--- src/rtl/csp_pkg.sv ---
package csp_pkg;

    localparam int WORD_W = 16;
    localparam int CH_W   = 3;

    typedef enum logic [2:0] {
        PH_IDLE  = 3'd0,
        PH_WAIT  = 3'd1,
        PH_LOAD  = 3'd2,
        PH_SHIFT = 3'd3,
        PH_DONE  = 3'd4
    } phase_e;

    // Field layout of the 16-bit control word, MSB first.
    typedef struct packed {
        logic            pd;       // 15 software power-down
        logic            rdbk;     // 14 register read-back
        logic [1:0]      tsel;     // 13:12 self-test input
        logic            low_spd;  // 11
        logic            scan_en;  // 10
        logic [CH_W-1:0] chf;      // 9:7 channel, or order + restart
        logic            int_ref;  // 6
        logic            ref_hi;   // 5
        logic            auto_pd;  // 4
        logic            low_sup;  // 3
        logic [2:0]      rsvd;     // 2:0
    } ctl_word_t;

    function automatic ctl_word_t clean_word(input logic [WORD_W-1:0] w);
        ctl_word_t c;
        c      = ctl_word_t'(w);
        c.rsvd = 3'b000;
        return c;
    endfunction

    function automatic logic [CH_W-1:0] scan_channel(input logic [1:0] order,
                                                     input logic [CH_W-1:0] pos);
        logic [CH_W-1:0] ch;
        case (order)
            2'b00:   ch = pos;
            2'b01:   ch = {pos[1:0], 1'b1};
            2'b10:   ch = {pos[1:0], 1'b0};
            default: ch = ~pos;
        endcase
        return ch;
    endfunction

    function automatic logic [CH_W-1:0] scan_wrap_mask(input logic [1:0] order);
        return (order == 2'b01 || order == 2'b10) ? CH_W'(3) : CH_W'(7);
    endfunction

endpackage

--- src/rtl/csp_sync.sv ---
module csp_sync #(
    parameter int               WIDTH   = 4,
    parameter int               STAGES  = 2,
    parameter logic [WIDTH-1:0] RST_VAL = '0
) (
    input  logic             clk,
    input  logic             rst_n,
    input  logic [WIDTH-1:0] din,
    output logic [WIDTH-1:0] lvl
);

    logic [WIDTH-1:0] pipe_d [STAGES];
    logic [WIDTH-1:0] pipe_q [STAGES];

    always_comb begin
        pipe_d[0] = din;
        for (int s = 1; s < STAGES; s++) begin
            pipe_d[s] = pipe_q[s-1];
        end
    end

    always_ff @(posedge clk or negedge rst_n) begin
        if (!rst_n) begin
            for (int s = 0; s < STAGES; s++) pipe_q[s] <= RST_VAL;
        end else begin
            for (int s = 0; s < STAGES; s++) pipe_q[s] <= pipe_d[s];
        end
    end

    assign lvl = pipe_q[STAGES-1];

endmodule

--- src/rtl/csp_frame.sv ---
module csp_frame
    import csp_pkg::*;
#(
    parameter int FRAME_BITS   = 16,
    parameter int SAMPLE_SCLKS = 6
) (
    input  logic                  clk,
    input  logic                  rst_n,
    input  logic                  cs_n_s,
    input  logic                  sclk_s,
    input  logic                  fs_s,
    input  logic                  sdin_s,
    input  logic [FRAME_BITS-1:0] tx_word,
    input  logic                  conv_active,
    output logic                  cs_on,
    output logic                  dsp_mode,
    output logic                  done,
    output logic [FRAME_BITS-1:0] rx_word,
    output logic                  sdout,
    output logic                  sample_win
);

    localparam int CNT_W = $clog2(FRAME_BITS + 1);

    typedef struct packed {
        phase_e                phase;
        logic [CNT_W-1:0]      cnt;
        logic                  dsp;
        logic [FRAME_BITS-1:0] rx;
        logic [FRAME_BITS-1:0] tx;
        logic                  done;
        logic                  sclk_p;
        logic                  cs_p;
    } fr_t;

    fr_t  q, d;
    logic sclk_rise, sclk_fall, cs_fall;

    always_comb begin
        sclk_rise = sclk_s & ~q.sclk_p;
        sclk_fall = ~sclk_s & q.sclk_p;
        cs_fall   = q.cs_p & ~cs_n_s;
    end

    always_comb begin
        d        = q;
        d.done   = 1'b0;
        d.sclk_p = sclk_s;
        d.cs_p   = cs_n_s;
        if (cs_n_s) begin
            d.phase = PH_IDLE;
            d.cnt   = '0;
        end else begin
            case (q.phase)
                PH_IDLE: begin
                    if (cs_fall) begin
                        d.dsp   = ~fs_s;
                        d.phase = fs_s ? PH_LOAD : PH_WAIT;
                    end
                end
                PH_WAIT: begin
                    if (sclk_fall && !fs_s) d.phase = PH_LOAD;
                end
                PH_LOAD: begin
                    d.tx    = tx_word;
                    d.cnt   = '0;
                    d.phase = PH_SHIFT;
                end
                PH_SHIFT: begin
                    if (sclk_rise) begin
                        d.rx  = {q.rx[FRAME_BITS-2:0], sdin_s};
                        d.cnt = q.cnt + 1'b1;
                        if (q.cnt == CNT_W'(FRAME_BITS - 1)) begin
                            d.done  = 1'b1;
                            d.phase = PH_DONE;
                        end
                    end else if (sclk_fall && q.cnt != '0) begin
                        d.tx = {q.tx[FRAME_BITS-2:0], 1'b0};
                    end
                end
                PH_DONE: begin
                    d.phase = q.dsp ? PH_WAIT : PH_LOAD;
                end
                default: d.phase = PH_IDLE;
            endcase
        end
    end

    always_ff @(posedge clk or negedge rst_n) begin
        if (!rst_n) begin
            q <= '{phase: PH_IDLE, cnt: '0, dsp: 1'b0, rx: '0, tx: '0,
                   done: 1'b0, sclk_p: 1'b0, cs_p: 1'b1};
        end else begin
            q <= d;
        end
    end

    assign cs_on      = ~cs_n_s;
    assign dsp_mode   = q.dsp;
    assign done       = q.done;
    assign rx_word    = q.rx;
    assign sdout      = q.tx[FRAME_BITS-1];
    assign sample_win = (q.phase == PH_SHIFT) && (q.cnt < CNT_W'(SAMPLE_SCLKS)) && conv_active;

    logic   in_frame_q;
    phase_e phase_q;
    assign phase_q    = q.phase;
    assign in_frame_q = (q.phase != PH_IDLE);

    // Mode never changes while chip select stays low.
    assert_mode_hold_R1: assert property (@(posedge clk) disable iff (!rst_n)
        (cs_on && $past(cs_on) && in_frame_q && $past(in_frame_q)) |-> $stable(dsp_mode))
        else $error("mode changed inside a select period");

    // Bit counter never passes one full frame.
    assert_cnt_bound_R3: assert property (@(posedge clk) disable iff (!rst_n)
        q.cnt <= CNT_W'(FRAME_BITS))
        else $error("bit counter overran the frame");

    // Frame completion is a single-cycle event followed by the done phase.
    assert_done_pulse_R3: assert property (@(posedge clk) disable iff (!rst_n)
        done |-> (phase_q == PH_DONE || !cs_on) ##1 !done)
        else $error("frame done not a single pulse");

endmodule

--- src/rtl/csp_scan.sv ---
module csp_scan
    import csp_pkg::*;
(
    input  logic            clk,
    input  logic            rst_n,
    input  logic            clear,
    input  logic            apply,
    input  logic            scan_en,
    input  logic [1:0]      order,
    input  logic            restart,
    input  logic [CH_W-1:0] man_ch,
    output logic [CH_W-1:0] ch
);

    typedef struct packed {
        logic [CH_W-1:0] pos;
        logic [1:0]      order;
        logic            on;
        logic [CH_W-1:0] ch;
    } scan_t;

    scan_t q, d;

    always_comb begin
        d = q;
        if (clear) begin
            d = '0;
        end else if (apply) begin
            if (scan_en) begin
                if (restart || !q.on || order != q.order) begin
                    d.pos = '0;
                end else begin
                    d.pos = (q.pos + 1'b1) & scan_wrap_mask(order);
                end
                d.order = order;
                d.on    = 1'b1;
                d.ch    = scan_channel(order, d.pos);
            end else begin
                d.on = 1'b0;
                d.ch = man_ch;
            end
        end
    end

    always_ff @(posedge clk or negedge rst_n) begin
        if (!rst_n) q <= '0;
        else        q <= d;
    end

    assign ch = q.ch;

    // Odd-only order always lands on an odd input.
    assert_odd_order_R12: assert property (@(posedge clk) disable iff (!rst_n)
        (q.on && q.order == 2'b01) |-> ch[0])
        else $error("odd order selected an even input");

    // Even-only order always lands on an even input.
    assert_even_order_R12: assert property (@(posedge clk) disable iff (!rst_n)
        (q.on && q.order == 2'b10) |-> !ch[0])
        else $error("even order selected an odd input");

endmodule

--- src/rtl/conv_serial_port.sv ---
module conv_serial_port
    import csp_pkg::*;
#(
    parameter int RES_BITS     = 10,
    parameter int SAMPLE_SCLKS = 6,
    parameter int SYNC_STAGES  = 2
) (
    input  logic                clk,
    input  logic                rst_n,
    input  logic                cs_n,
    input  logic                sclk,
    input  logic                fs,
    input  logic                sdin,
    input  logic [RES_BITS-1:0] adc_result,
    output logic                sdout,
    output logic                sdout_oe,
    output logic                dsp_mode,
    output logic                sample_win,
    output logic                pwr_dn,
    output logic [CH_W-1:0]     mux_ch,
    output logic [1:0]          test_sel,
    output logic                low_speed,
    output logic                int_ref,
    output logic                ref_hi,
    output logic                auto_pd_en,
    output logic                low_supply
);

    localparam int PAD_W = WORD_W - RES_BITS;

    typedef struct packed {
        ctl_word_t           raw;
        logic                ok;
        logic [RES_BITS-1:0] res;
        logic                res_ok;
    } top_t;

    top_t            q, d;
    logic [3:0]      sync_lvl;
    logic            cs_on, fr_done, fr_sdout, conv_active;
    logic [WORD_W-1:0] rx_word, tx_word, raw_bits;
    ctl_word_t       rx_c;
    logic [CH_W-1:0] scan_ch;

    csp_sync #(
        .WIDTH  (4),
        .STAGES (SYNC_STAGES),
        .RST_VAL(4'b1010)
    ) u_sync (
        .clk  (clk),
        .rst_n(rst_n),
        .din  ({cs_n, sclk, fs, sdin}),
        .lvl  (sync_lvl)
    );

    csp_frame #(
        .FRAME_BITS  (WORD_W),
        .SAMPLE_SCLKS(SAMPLE_SCLKS)
    ) u_frame (
        .clk        (clk),
        .rst_n      (rst_n),
        .cs_n_s     (sync_lvl[3]),
        .sclk_s     (sync_lvl[2]),
        .fs_s       (sync_lvl[1]),
        .sdin_s     (sync_lvl[0]),
        .tx_word    (tx_word),
        .conv_active(conv_active),
        .cs_on      (cs_on),
        .dsp_mode   (dsp_mode),
        .done       (fr_done),
        .rx_word    (rx_word),
        .sdout      (fr_sdout),
        .sample_win (sample_win)
    );

    assign rx_c = clean_word(rx_word);

    csp_scan u_scan (
        .clk    (clk),
        .rst_n  (rst_n),
        .clear  (~cs_on),
        .apply  (fr_done),
        .scan_en(rx_c.scan_en),
        .order  (rx_c.chf[2:1]),
        .restart(rx_c.chf[0]),
        .man_ch (rx_c.chf),
        .ch     (scan_ch)
    );

    assign raw_bits    = q.raw;
    assign conv_active = q.ok & ~q.raw.pd;

    always_comb begin
        if (q.ok && q.raw.rdbk)  tx_word = {raw_bits[WORD_W-1:1], 1'b0};
        else if (q.res_ok)       tx_word = WORD_W'(q.res) << PAD_W;
        else                     tx_word = '0;
    end

    always_comb begin
        d = q;
        if (!cs_on) begin
            d.ok     = 1'b0;
            d.res_ok = 1'b0;
            d.raw    = '0;
        end else if (fr_done) begin
            d.res    = adc_result;
            d.res_ok = conv_active;
            d.raw    = rx_c;
            d.ok     = 1'b1;
        end
    end

    always_ff @(posedge clk or negedge rst_n) begin
        if (!rst_n) q <= '0;
        else        q <= d;
    end

    assign sdout      = cs_on ? fr_sdout : 1'b0;
    assign sdout_oe   = cs_on;
    assign pwr_dn     = ~cs_on | (q.ok & q.raw.pd);
    assign mux_ch     = q.ok ? scan_ch : '0;
    assign test_sel   = (q.ok && q.raw.tsel != 2'b11) ? q.raw.tsel : 2'b00;
    assign low_speed  = q.ok & q.raw.low_spd;
    assign int_ref    = q.ok & q.raw.int_ref;
    assign ref_hi     = q.ok & q.raw.ref_hi;
    assign auto_pd_en = q.ok & q.raw.auto_pd;
    assign low_supply = q.ok & q.raw.low_sup;

    // Deselect empties the configuration pipeline on the next cycle.
    assert_clear_on_deselect_R2: assert property (@(posedge clk) disable iff (!rst_n)
        !cs_on |=> (!q.ok && !q.res_ok))
        else $error("pipeline not cleared while deselected");

    // Reserved bits never survive into the register.
    assert_rsvd_zero_R10: assert property (@(posedge clk) disable iff (!rst_n)
        q.ok |-> (raw_bits[2:0] == 3'b000))
        else $error("reserved bits stored");

    // A powered-down frame never opens a sample window.
    assert_pd_no_window_R8: assert property (@(posedge clk) disable iff (!rst_n)
        (q.ok && q.raw.pd) |-> !sample_win)
        else $error("sample window during software power-down");

endmodule

--- config.mk ---
export PLATFORM = sky130hd
export DESIGN_NAME = conv_serial_port
export DESIGN_NICKNAME = d
export VERILOG_FILES = /design/src/rtl/csp_pkg.sv /design/src/rtl/csp_sync.sv /design/src/rtl/csp_frame.sv /design/src/rtl/csp_scan.sv /design/src/rtl/conv_serial_port.sv
export SDC_FILE = /design/constraint.sdc
export NUM_CORES = 1
export LEC_CHECK = 0
export BUFFER_PORTS_ARGS = -buffer_cell sky130_fd_sc_hd__buf_2
export CAP_MARGIN = 25
export CORE_MARGIN = 2
export CORE_UTILIZATION = 60
export CTS_CLUSTER_DIAMETER = 50
export DETAILED_ROUTE_END_ITERATION = 8
export PLACE_DENSITY = 0.81
export SYNTH_ARGS = -nofsm -noshare
export SYNTH_HDL_FRONTEND = slang
export SYNTH_HIERARCHICAL = 1
export SYNTH_SLANG_ARGS = --single-unit
export TNS_END_PERCENT = 1
--- constraint.sdc ---
create_clock -name clk -period 2.35 [get_ports clk]
set_input_delay 0.235 -clock clk [delete_from_list [all_inputs] [get_ports clk]]
set_output_delay 0.235 -clock clk [all_outputs]
set_load 0.03 [all_outputs]
Yosys cells after proc, flatten, opt, wreduce, memory -nomap -nowiden
Index checks and enable logic that the tools add are counted.
{"block": "op_classes", "addsub": 2, "multipliers": 0, "div": 0, "order_cmp": 1, "n_eq_ne": 15, "shift": 0, "n_mux": 34, "bitwise_logic": 18, "reduce_logical": 25}
{"cell": "2-to-1 mux 16 bit", "count": 4}
{"cell": "case mux 16 bit (2 select lines)", "count": 1}
{"cell": "2-to-1 mux 28 bit", "count": 1}
{"cell": "2-to-1 mux 3 bit", "count": 9}
{"cell": "2-to-1 mux 9 bit", "count": 2}
{"cell": "2-to-1 mux 17 bit", "count": 1}
{"cell": "2-to-1 mux 8 bit", "count": 2}
{"cell": "case mux 3 bit (5 select lines)", "count": 1}
{"cell": "inequality test 3 x 2 -> 1 bit (second input constant)", "count": 4}
{"cell": "AND 1 bit", "count": 10}
{"cell": "case mux 5 bit (2 select lines)", "count": 1}
{"cell": "case mux 3 bit (3 select lines)", "count": 1}
{"cell": "AND reduction 4 bit", "count": 2}
{"cell": "== test 3 x 2 -> 1 bit (second input constant)", "count": 2}
{"cell": "logical AND 1 bit", "count": 6}
{"cell": "2-to-1 mux 1 bit", "count": 6}
{"cell": "2-to-1 mux 2 bit", "count": 3}
{"cell": "AND reduction 2 bit", "count": 3}
{"cell": "AND reduction 3 bit", "count": 2}
{"cell": "nonzero test 2 bit", "count": 3}
{"cell": "adder 5 x 1 -> 5 bit (second input constant)", "count": 1}
{"cell": "== test 5 x 4 -> 1 bit (second input constant)", "count": 1}
{"cell": "less-than comparator 5 x 3 -> 1 bit (second input constant)", "count": 1}
{"cell": "2-to-1 mux 5 bit", "count": 1}
{"cell": "other kinds (19)", "count": 27}
{"block": "totals", "regBits": 89, "latchBits": 0, "mem_bits_rw": 0, "rom_bits": 0, "in_bits": 16, "out_inout_bits": 15, "wordCells": 123, "mem_count": 0}

Depth between registers and ports, before layout
Gate-level depths: netlist (run 1).
{"block": "logic_depth", "ltp_word": 13, "depth_mapped": 7, "mapped_depth_nobuf": 6}

Cells and area by module
The synthesis (run 1) kept the hierarchy.
{"module": "csp_frame", "instances": 1, "cells_each": 192, "area_each_um2": 2274.7, "seq_area_each_um2": 1102.3}
{"module": "conv_serial_port", "instances": 1, "cells_each": 123, "area_each_um2": 1262.5, "seq_area_each_um2": 625.6}
{"module": "csp_scan", "instances": 1, "cells_each": 76, "area_each_um2": 664.4, "seq_area_each_um2": 225.2}
{"module": "csp_sync", "instances": 1, "cells_each": 8, "area_each_um2": 205.2, "seq_area_each_um2": 205.2}

Least setup slack after synthesis (run 1)
Ideal clock, no wire load.
{"block": "synth_timing", "kind": "flip-flop to output port", "start": "reg u_frame.q, in the netlist u_frame/phase_q[2]", "end": "out sample_win", "arrival_time_ns": 1.829, "required_ns": 2.115, "setup_slack_ns": 0.286, "path_stages_with_launch": 4, "n_path_buf": 0, "cell_sequence": "dfrtp_1 > nand2b_4 > or2_2 > nor4_1"}
{"block": "synth_between", "elab_chain_cells": 3}
{"item": "start: declaration", "line_no": "csp_frame.sv:36", "text": "fr_t q, d;"}
{"item": "start signal: assignment", "line_no": "csp_frame.sv:91", "text": "q <= '{phase: PH_IDLE, cnt: '0, dsp: 1'b0, rx: '0, tx: '0,"}
{"item": "== test 3 x 2 -> 1 bit", "line_no": "csp_frame.sv:103", "text": "assign sample_win = (q.phase == PH_SHIFT) && (q.cnt < CNT_W'(SAMPLE_SCLKS)) && conv_active;"}
{"item": "logical AND 1 bit (2 in a row)", "line_no": "csp_frame.sv:103"}
{"item": "end: declaration", "line_no": "conv_serial_port.sv:18", "text": "output logic sample_win,"}
Every way passes these cells.

Final worst setup path (run 1)
{"block": "layout_timing", "start": "reg u_frame.q, in the netlist u_frame/phase_q[0]", "end": "out sample_win"}
Same word-level chain as after synthesis.

==> impl_metrics.ini, run 1 <==
[run_status]
outcome = finished clean

[final_layout]
layout_commonest_cell = dfrtp_1
layout.nets = 438
stdcell_count = 517
stdcell_area_um2 = 4670
area_growth_pct = 6.62
layout-drive-gt1-share = 0.268
fillerInstances = 557
final_cell_mix = dfrtp_1, nor2_1, mux2i_1, buf_2, nand2_1
antennaDiodeCount = 0

[sta]
fin_crit_sh = 0.908
setup_violations = 0
period_minus_slack_ns = 2.13
worst_pin_slew_ns = 0.602
rsz0062_at_grt = false
finalMaxSlewViolations = 0
final-hold-violation-count = 0
relSlewSlack = 0.593
fin_worst_skew_ns = 0.00896
setup_tns_ns = 0
max_freq_ghz = 0.469
worst_slack_ns = 0.217

[clock_network]
cts_buffer_depth = 2
cts-resized-gates = 0
cts_made_buffers = 9
tritoncts = yes
clock-sinks = 86
htree_levels = 3
cts_root_buf = clkbuf_8
clk_pin_slew_ns = 0.08
insertion_delay_ns = 0.35

[placement]
gp_congestion = 0.881
place_inst = 497
hpwl_um = 5440
pre_cts_slack_ns = 0.402
place_area_um2 = 4450
io_buffer_count = 30

[setup_path]
critPathMaxFanout = 10
crit_path_top_delay_cell = dfrtp_1
worstPathRequired_ns = 2.12
cpPeakStageDelay_ns = 0.53
cp_top_family = simple AND/OR/NAND/NOR gates
critPathKind = register to output port
setup.worst_path.end_class = output port
cp_cell_sequence = inv_1, or2_2, nor4_1, buf_2
crit_buf_inv = 2
start_kind = register
arrival_ns = 1.90

[routing]
drt_iter0_markers = 175
drc = 0
wl_per_cell_um = 15.4
vias = 2858
ant_nets = 0
drt_wl_total_um = 7940
drtPass1Iterations = 5
viasPerCell = 5.53

[floorplan]
num_rows = 31
die_h_um = 89.5
coreArea_um2 = 7180
dieArea_um2 = 8010
initial_core_util = 0.611
die_w_um = 89.5
io_pins = 31

[global_routing]
overflow = 0
grt_usage = 0.221
grt_pass1_vias = 2772
grt_pass1_wl_um = 13400
grt_max_degree = 48
antenna_found_initial = 0

[power]
worst_ir_drop_vdd_mv = 0.438
powerDensity_nw_per_um2 = 676
power.leakage_nw = 2.07

[worst_hold_path]
hold_path.class = input port to register

[flow_run]
cap_violations = 0

[synthesis]
netlist_area_um2 = 4380
synth_warnings = 6
syn_inst = 396
avgSynthCellArea_um2 = 11.1
worst reg2reg max path: stages, from the launching register on:
cell      delay [ns]
dfrtp_1         0.49
and3b_2         0.46
a221oi_4        0.32
buf_4           0.39
nor2_1          0.08
a21oi_1         0.14
where the power goes:
group          internal [mW]  switching, mW
Sequential              1.66          0.117
Combinational          0.193          0.253
Clock                  0.435          0.504
Total                   2.29          0.874
flip-flops by register name (all words and copies together) (netlist names):
register / cells
u_scan/ch: 3
u_frame/dsp_mode: 1
u_frame/done: 1
u_frame/phase_q: 3
u_frame/rx_word: 16
u_sync/lvl: 4
u_sync/pipe_d: 4
q: 25
u_frame/q: 22
u_frame/sdout: 1
u_scan/q: 6
timing repair:
action	4_1_cts	5_1_grt
buffers inserted	0	0
hold endpoints to repair	43	0
hold buffers	5	0
endpoints found under the setup margin	0	0
stage by stage:
step	hold WS [ns]	power, mW	utilization
4_1_cts	0.105	3.19	0.651
3_5_place_dp	0.247	2.25	0.620
2_1_floorplan	-0.0606	2.12	-
6_report	0.115	3.16	0.651
5_1_grt	0.114	3.32	0.651
3_3_place_gp	0.246	2.21	0.620
final cells by class:
type,instances,area (um2),area share
Timing Repair Buffer,40,253,0.0541
Tap cell,99,124,0.0265
Clock buffer,12,155,0.0332
Sequential cell,86,2160,0.462
Multi-Input combinational cell,265,1920,0.411
Inverter,12,45.0,0.00964
Clock inverter,3,20.0,0.00428
routing by layer:
metal,vias to the layer above,GRT usage,share of wire
met2,62,0.353,0.49
li1,1383,-,-
met1,1397,0.304,0.45
met5,-,0,0
met4,0,0.0950,0.023
met3,16,0.0305,0.033
path summary, 6_finish.rpt:
check	startpoint	endpoint	slack, ns	cells past startpoint
max	u_frame/phase_q[0]	sample_win	0.22	4
min reg2reg	u_sync/pipe_d[3]	u_sync/lvl[3]	0.36	0
max in group asynchronous	rst_n	u_sync/pipe_d[3]	1.27	3
min	adc_result[8]	q[9]	0.11	2
max reg2reg	u_frame/phase_q[0]	u_frame/q[13]	0.41	5
min in group asynchronous	rst_n	u_frame/q[10]	0.39	2
(Power assumes the default switching activity.)
==> inputs of run 2 (changes only) <==
--- a/config.mk
+++ b/config.mk
@@ -7,8 +7,10 @@
 export LEC_CHECK = 0
 export BUFFER_PORTS_ARGS = -buffer_cell sky130_fd_sc_hd__buf_2
 export CAP_MARGIN = 25
+export CELL_PAD_IN_SITES_DETAIL_PLACEMENT = 1
+export CELL_PAD_IN_SITES_GLOBAL_PLACEMENT = 1
 export CORE_MARGIN = 2
-export CORE_UTILIZATION = 60
+export CORE_UTILIZATION = 48
 export CTS_CLUSTER_DIAMETER = 50
 export DETAILED_ROUTE_END_ITERATION = 8
 export PLACE_DENSITY = 0.81
==> run 2 against run 1 <==
  * Sequential share of layout area fell by 0.34 points
  * Critical endpoint unchanged
  * Non-clock buffer count rose by 3
  * Die area rose by 24%
  * Largest power group unchanged
  * Sequential cell count unchanged
==> impl_metrics.ini, run 2 (same netlist as run 1, synthesis figures left out) <==
[sta]
final-hold-violation-count = 0
fin_worst_skew_ns = 0.0151
worst_pin_slew_ns = 0.619
whs_ns = 0.0973
period_minus_slack_ns = 2.22
rsz0062_at_grt = false
relSlewSlack = 0.582
setup_tns_ns = 0
setup_violations = 0
fin_crit_sh = 0.946
worst_slack_ns = 0.127
max_freq_ghz = 0.450
finalMaxSlewViolations = 0

[final_layout]
area_growth_pct = 7.42
seq_area_um2 = 2160
final_cell_mix = dfrtp_1, nor2_1, mux2i_1, buf_2, nand2_1
top_register = q
layout-drive-gt1-share = 0.275
antennaDiodeCount = 0
stdcell_area_um2 = 4710
stdcell_count = 530
layout.nets = 441
multi_input_area_um2 = 1920
fillerInstances = 951
largest_reg_flops = 25
layout_commonest_cell = dfrtp_1

[global_routing]
grt_usage = 0.200
overflow = 0
grt_max_degree = 56
grt_pass1_wl_um = 15800
antenna_found_initial = 0
grt_pass1_vias = 3201

[power]
power.leakage_nw = 2.10
worst_ir_drop_vdd_mv = 0.312
powerDensity_nw_per_um2 = 677

[floorplan]
die_h_um = 99.6
coreArea_um2 = 8810
io_pins = 31
initial_core_util = 0.498
num_rows = 34
die_w_um = 99.6
dieArea_um2 = 9910

[clock_network]
cts_made_buffers = 9
cts_root_buf = clkbuf_8
clk_pin_slew_ns = 0.09
insertion_delay_ns = 0.36
cts-resized-gates = 0
tritoncts = yes
cts_buffer_depth = 2
clock-sinks = 86
htree_levels = 3

[setup_path]
arrival_ns = 1.99
crit_path_top_delay_cell = dfrtp_1
critPathMaxFanout = 10
cpPeakStageDelay_ns = 0.57
critPathKind = register to output port
crit_buf_inv = 2
cp_top_family = simple AND/OR/NAND/NOR gates
worstPathRequired_ns = 2.12
setup.worst_path.end_class = output port
start_kind = register
cp_cell_sequence = inv_1, or2_2, nor4_1, buf_2

[flow_run]
cap_violations = 0

[routing]
vias = 2970
drc = 0
drt_iter0_markers = 111
viasPerCell = 5.60
wl_per_cell_um = 17.4
drtPass1Iterations = 4
ant_nets = 0
drt_wl_total_um = 9240

[placement]
place_area_um2 = 4480
pre_cts_slack_ns = 0.398
io_buffer_count = 30
place_inst = 509
hpwl_um = 6300
gp_congestion = 0.790

[run_status]
outcome = finished clean

[worst_hold_path]
hold_path.class = input port to register
==> run 2: cell types whose count changed in the layout (fill, tap and decap cells not counted), sizes merged <==
cell      change
clkinvlp      -1
buf           +3
clkinv        +3
clkbuf        -1
==> run 2: power breakdown <==
part	switching (mW)	internal [mW]	leakage, nW
Sequential	0.121	1.66	1.11
Clock	0.535	0.414	0.0893
Combinational	0.267	0.194	0.895
Total	0.922	2.26	2.10
==> run 2: what timing repair did <==
item	in CTS	in global routing
setup buffers	0	0
hold buffers	5	0
endpoints found under the hold margin	30	0
==> run 2: worst reg2reg max path, delay by kind of cell (launching register included) <==
| family | cells | cell delay (ns) |
|---|---|---|
| AOI/OAI and AO/OA | 2 | 0.42 |
| buffers and inverters | 1 | 0.38 |
| and+or+nand+nor | 2 | 0.60 |
| DFF | 1 | 0.52 |
==> run 2: path summary, 6_finish.rpt <==
kind	cells after the start	slack [ns]	end	start
max	4	0.13	sample_win	u_frame/phase_q[0]
min	2	0.1	q[1]	adc_result[0]
max in group asynchronous	3	1.34	u_frame/rx_word[10]	rst_n
min reg2reg	0	0.36	u_sync/lvl[0]	u_sync/pipe_d[0]
min in group asynchronous	2	0.35	u_frame/q[17]	rst_n
max reg2reg	5	0.36	u_frame/q[8]	u_frame/phase_q[0]
==> run 2: layout make-up <==
class,instances,share of cell area
clock buffer,11,0.0300
multi-input combinational,265,0.408
sequential,86,0.458
timing repair buffer,43,0.0584
tap,108,0.0287
inverter,12,0.00956
clock inverter,5,0.00744
==> run 2: through the flow <==
stage,power [mW],util
final,3.19,0.535
after global routing,3.37,0.535
after CTS,3.22,0.535
after detailed placement,2.27,0.509
after global placement,2.22,0.509
after floorplan,2.12,-
==> run 2: layer usage <==
layer  global-route usage  wire length [um]  up-vias
li1                     -                 -     1387
met1                0.265              4210     1533
met2                0.336              4700       43
met3               0.0457               260        7
met4               0.0474                66        0
met5                    0                 0        -
==> inputs of run 3 (changes only) <==
--- a/config.mk
+++ b/config.mk
@@ -5,15 +5,17 @@
 export SDC_FILE = /design/constraint.sdc
 export NUM_CORES = 1
 export LEC_CHECK = 0
+export ABC_AREA = 1
 export BUFFER_PORTS_ARGS = -buffer_cell sky130_fd_sc_hd__buf_2
 export CAP_MARGIN = 25
 export CELL_PAD_IN_SITES_DETAIL_PLACEMENT = 1
 export CELL_PAD_IN_SITES_GLOBAL_PLACEMENT = 1
 export CORE_MARGIN = 2
-export CORE_UTILIZATION = 48
+export CORE_UTILIZATION = 45
 export CTS_CLUSTER_DIAMETER = 50
 export DETAILED_ROUTE_END_ITERATION = 8
-export PLACE_DENSITY = 0.81
+export PLACE_DENSITY = 0.82
+export SLEW_MARGIN = 40
 export SYNTH_ARGS = -nofsm -noshare
 export SYNTH_HDL_FRONTEND = slang
 export SYNTH_HIERARCHICAL = 1
==> run 3 against run 2 <==
  * Sequential share of layout area shrank 1.0 points
  * Combinational power is essentially flat
  * Hold slack lost 0.038 ns
  * Die area grew 6.0%
  * Design area grew 2.3%
  * Synthesized area shrank 0.40%
  * Sequential cell count is the same
  * Highest routed layer unchanged
==> impl_metrics.ini, run 3 <==
[placement]
hpwl_um = 7430
io_buffer_count = 30
gp_congestion = 0.831

[power]
worst_ir_drop_vdd_mv = 0.421
seq_power_share = 0.487
p_sw_mw = 0.937
p_comb_frac = 0.139
power.internal_mw = 2.40
switching_share = 0.281
powerDensity_nw_per_um2 = 693
power.leakage_nw = 2.66
clkPwrFrac = 0.374

[sta]
worst_pin_slew_ns = 0.652
rsz0062_at_grt = false
fin_worst_skew_ns = 0.00681
final-hold-violation-count = 0
fin_crit_sh = 0.864
finalMaxSlewViolations = 0
setup_tns_ns = 0
period_minus_slack_ns = 2.03
setup_violations = 0
max_freq_ghz = 0.493
relSlewSlack = 0.564

[final_layout]
layout.nets = 614
fillerInstances = 1207
layout_commonest_cell = nand2_1
layout-drive-gt1-share = 0.143
area_growth_pct = 10.3
top_register = q
antennaDiodeCount = 0
largest_reg_flops = 25
final_cell_mix = nand2_1, dfrtp_1, nand3_1
final_util = 0.516

[routing]
drt_iter0_markers = 99
vias = 3573
wl_per_cell_um = 14.8
drt_wl_total_um = 10700
ant_nets = 0
viasPerCell = 4.94
drtPass1Iterations = 4
drc = 0

[flow_run]
cap_violations = 0

[clock_network]
clk_pin_slew_ns = 0.08
cts_buffer_depth = 2
cts_made_buffers = 9
htree_levels = 3
cts_setup_buffers = 0
clock-sinks = 86
insertion_delay_ns = 0.37
tritoncts = yes
cts_root_buf = clkbuf_8

[setup_path]
start_kind = register
worstPathRequired_ns = 2.12
cp_cell_sequence = inv_1, nor2_1, o21ai_0, nor4_1, buf_2
r2r_start = u_frame/phase_q[2]
critPathMaxFanout = 13
reg2regPathDepth = 5
arrival_ns = 1.80
reg2reg_slack_ns = 0.62
r2r-end = u_frame/done
critPathKind = register to output port
setup.worst_path.end_class = output port
cpPeakStageDelay_ns = 0.50
crit_path_top_delay_cell = dfrtp_2

[worst_hold_path]
min_path_cells = 3
hold_path.class = input port to register
holdPathEnd = q[10]
holdCritStartpoint = adc_result[9]

[synthesis]
avgSynthCellArea_um2 = 7.70
netlist_area_um2 = 4370
syn_inst = 567
synth_warnings = 6

[floorplan]
num_rows = 35
die_w_um = 103
dieArea_um2 = 10500
die_h_um = 103
coreArea_um2 = 9330
initial_core_util = 0.468
io_pins = 31

[run_status]
outcome = finished clean

[global_routing]
grt_usage = 0.228
overflow = 0
grt_max_degree = 47
grt_pass1_wl_um = 18200
antenna_found_initial = 0
grt_pass1_vias = 3805
[run 3: routing by layer]
layer  global-route usage  share of wire  vias to the layer above
met1                0.283           0.46                     1748
met3               0.0488          0.019                       20
met4               0.0913          0.023                        0
met5                    0              0                        -
met2                0.388           0.50                       29
li1                     -              -                     1776
[run 3: cell type report]
class                           instances  area (um2)  share of cell area
Clock buffer                           10         128              0.0265
Clock inverter                          6         109              0.0226
Inverter                               48         183              0.0379
Multi-Input combinational cell        402        1800               0.374
Sequential cell                        86        2160               0.448
Tap cell                              129         161              0.0335
Timing Repair Buffer                   43         275              0.0571
[run 3: repair_timing]
item	in CTS	in global routing
endpoints found under the setup margin	0	1
hold buffers	5	0
hold endpoints to repair	43	0
resized for setup	0	1
[run 3: how the worst max path moves through the flow]
stage / from / endpoint / slack (ns)
3_3_place_gp: q[11] / sample_win / 0.68
3_5_place_dp: q[11] / sample_win / 0.60
4_1_cts: q[11] / sample_win / 0.18
5_1_grt: q[11] / sample_win / 0.12
6_report: q[11] / sample_win / 0.32
2_1_floorplan: u_frame/phase_q[2] / sample_win / 0.17
[run 3: stage by stage]
| step | hold WS (ns) | area [um2] | power (mW) | setup slack (ns) | cells |
|---|---|---|---|---|---|
| global placement | 0.295 | 4530 | 2.09 | 0.684 | 703 |
| finish | 0.0591 | 4820 | 3.34 | 0.320 | 724 |
| floorplan | -0.0606 | 4370 | 1.96 | 0.167 | 569 |
| detailed placement | 0.303 | 4530 | 2.11 | 0.604 | 703 |
| CTS | 0.0438 | 4820 | 3.38 | 0.183 | 724 |
| global route | 0.0469 | 4820 | 3.50 | 0.118 | 724 |
[run 3: worst max-delay path, delay by kind of cell (launching register included)]
kind | cells | cell delay (ns)
DFF | 1 | 0.50
and+or+nand+nor | 2 | 0.43
buffers and inverters | 2 | 0.36
AOI/OAI and AO/OA | 1 | 0.14
[run 3: power groups by stage]
| stage | Combinational (mW) | Clock (mW) | Sequential [mW] |
|---|---|---|---|
| 2_1_floorplan | 0.323 | 0 | 1.64 |
| 3_3_place_gp | 0.439 | 0 | 1.65 |
| 3_5_place_dp | 0.460 | 0 | 1.65 |
| 4_1_cts | 0.466 | 1.29 | 1.62 |
| 5_1_grt | 0.520 | 1.35 | 1.64 |
| 6_report | 0.463 | 1.25 | 1.63 |
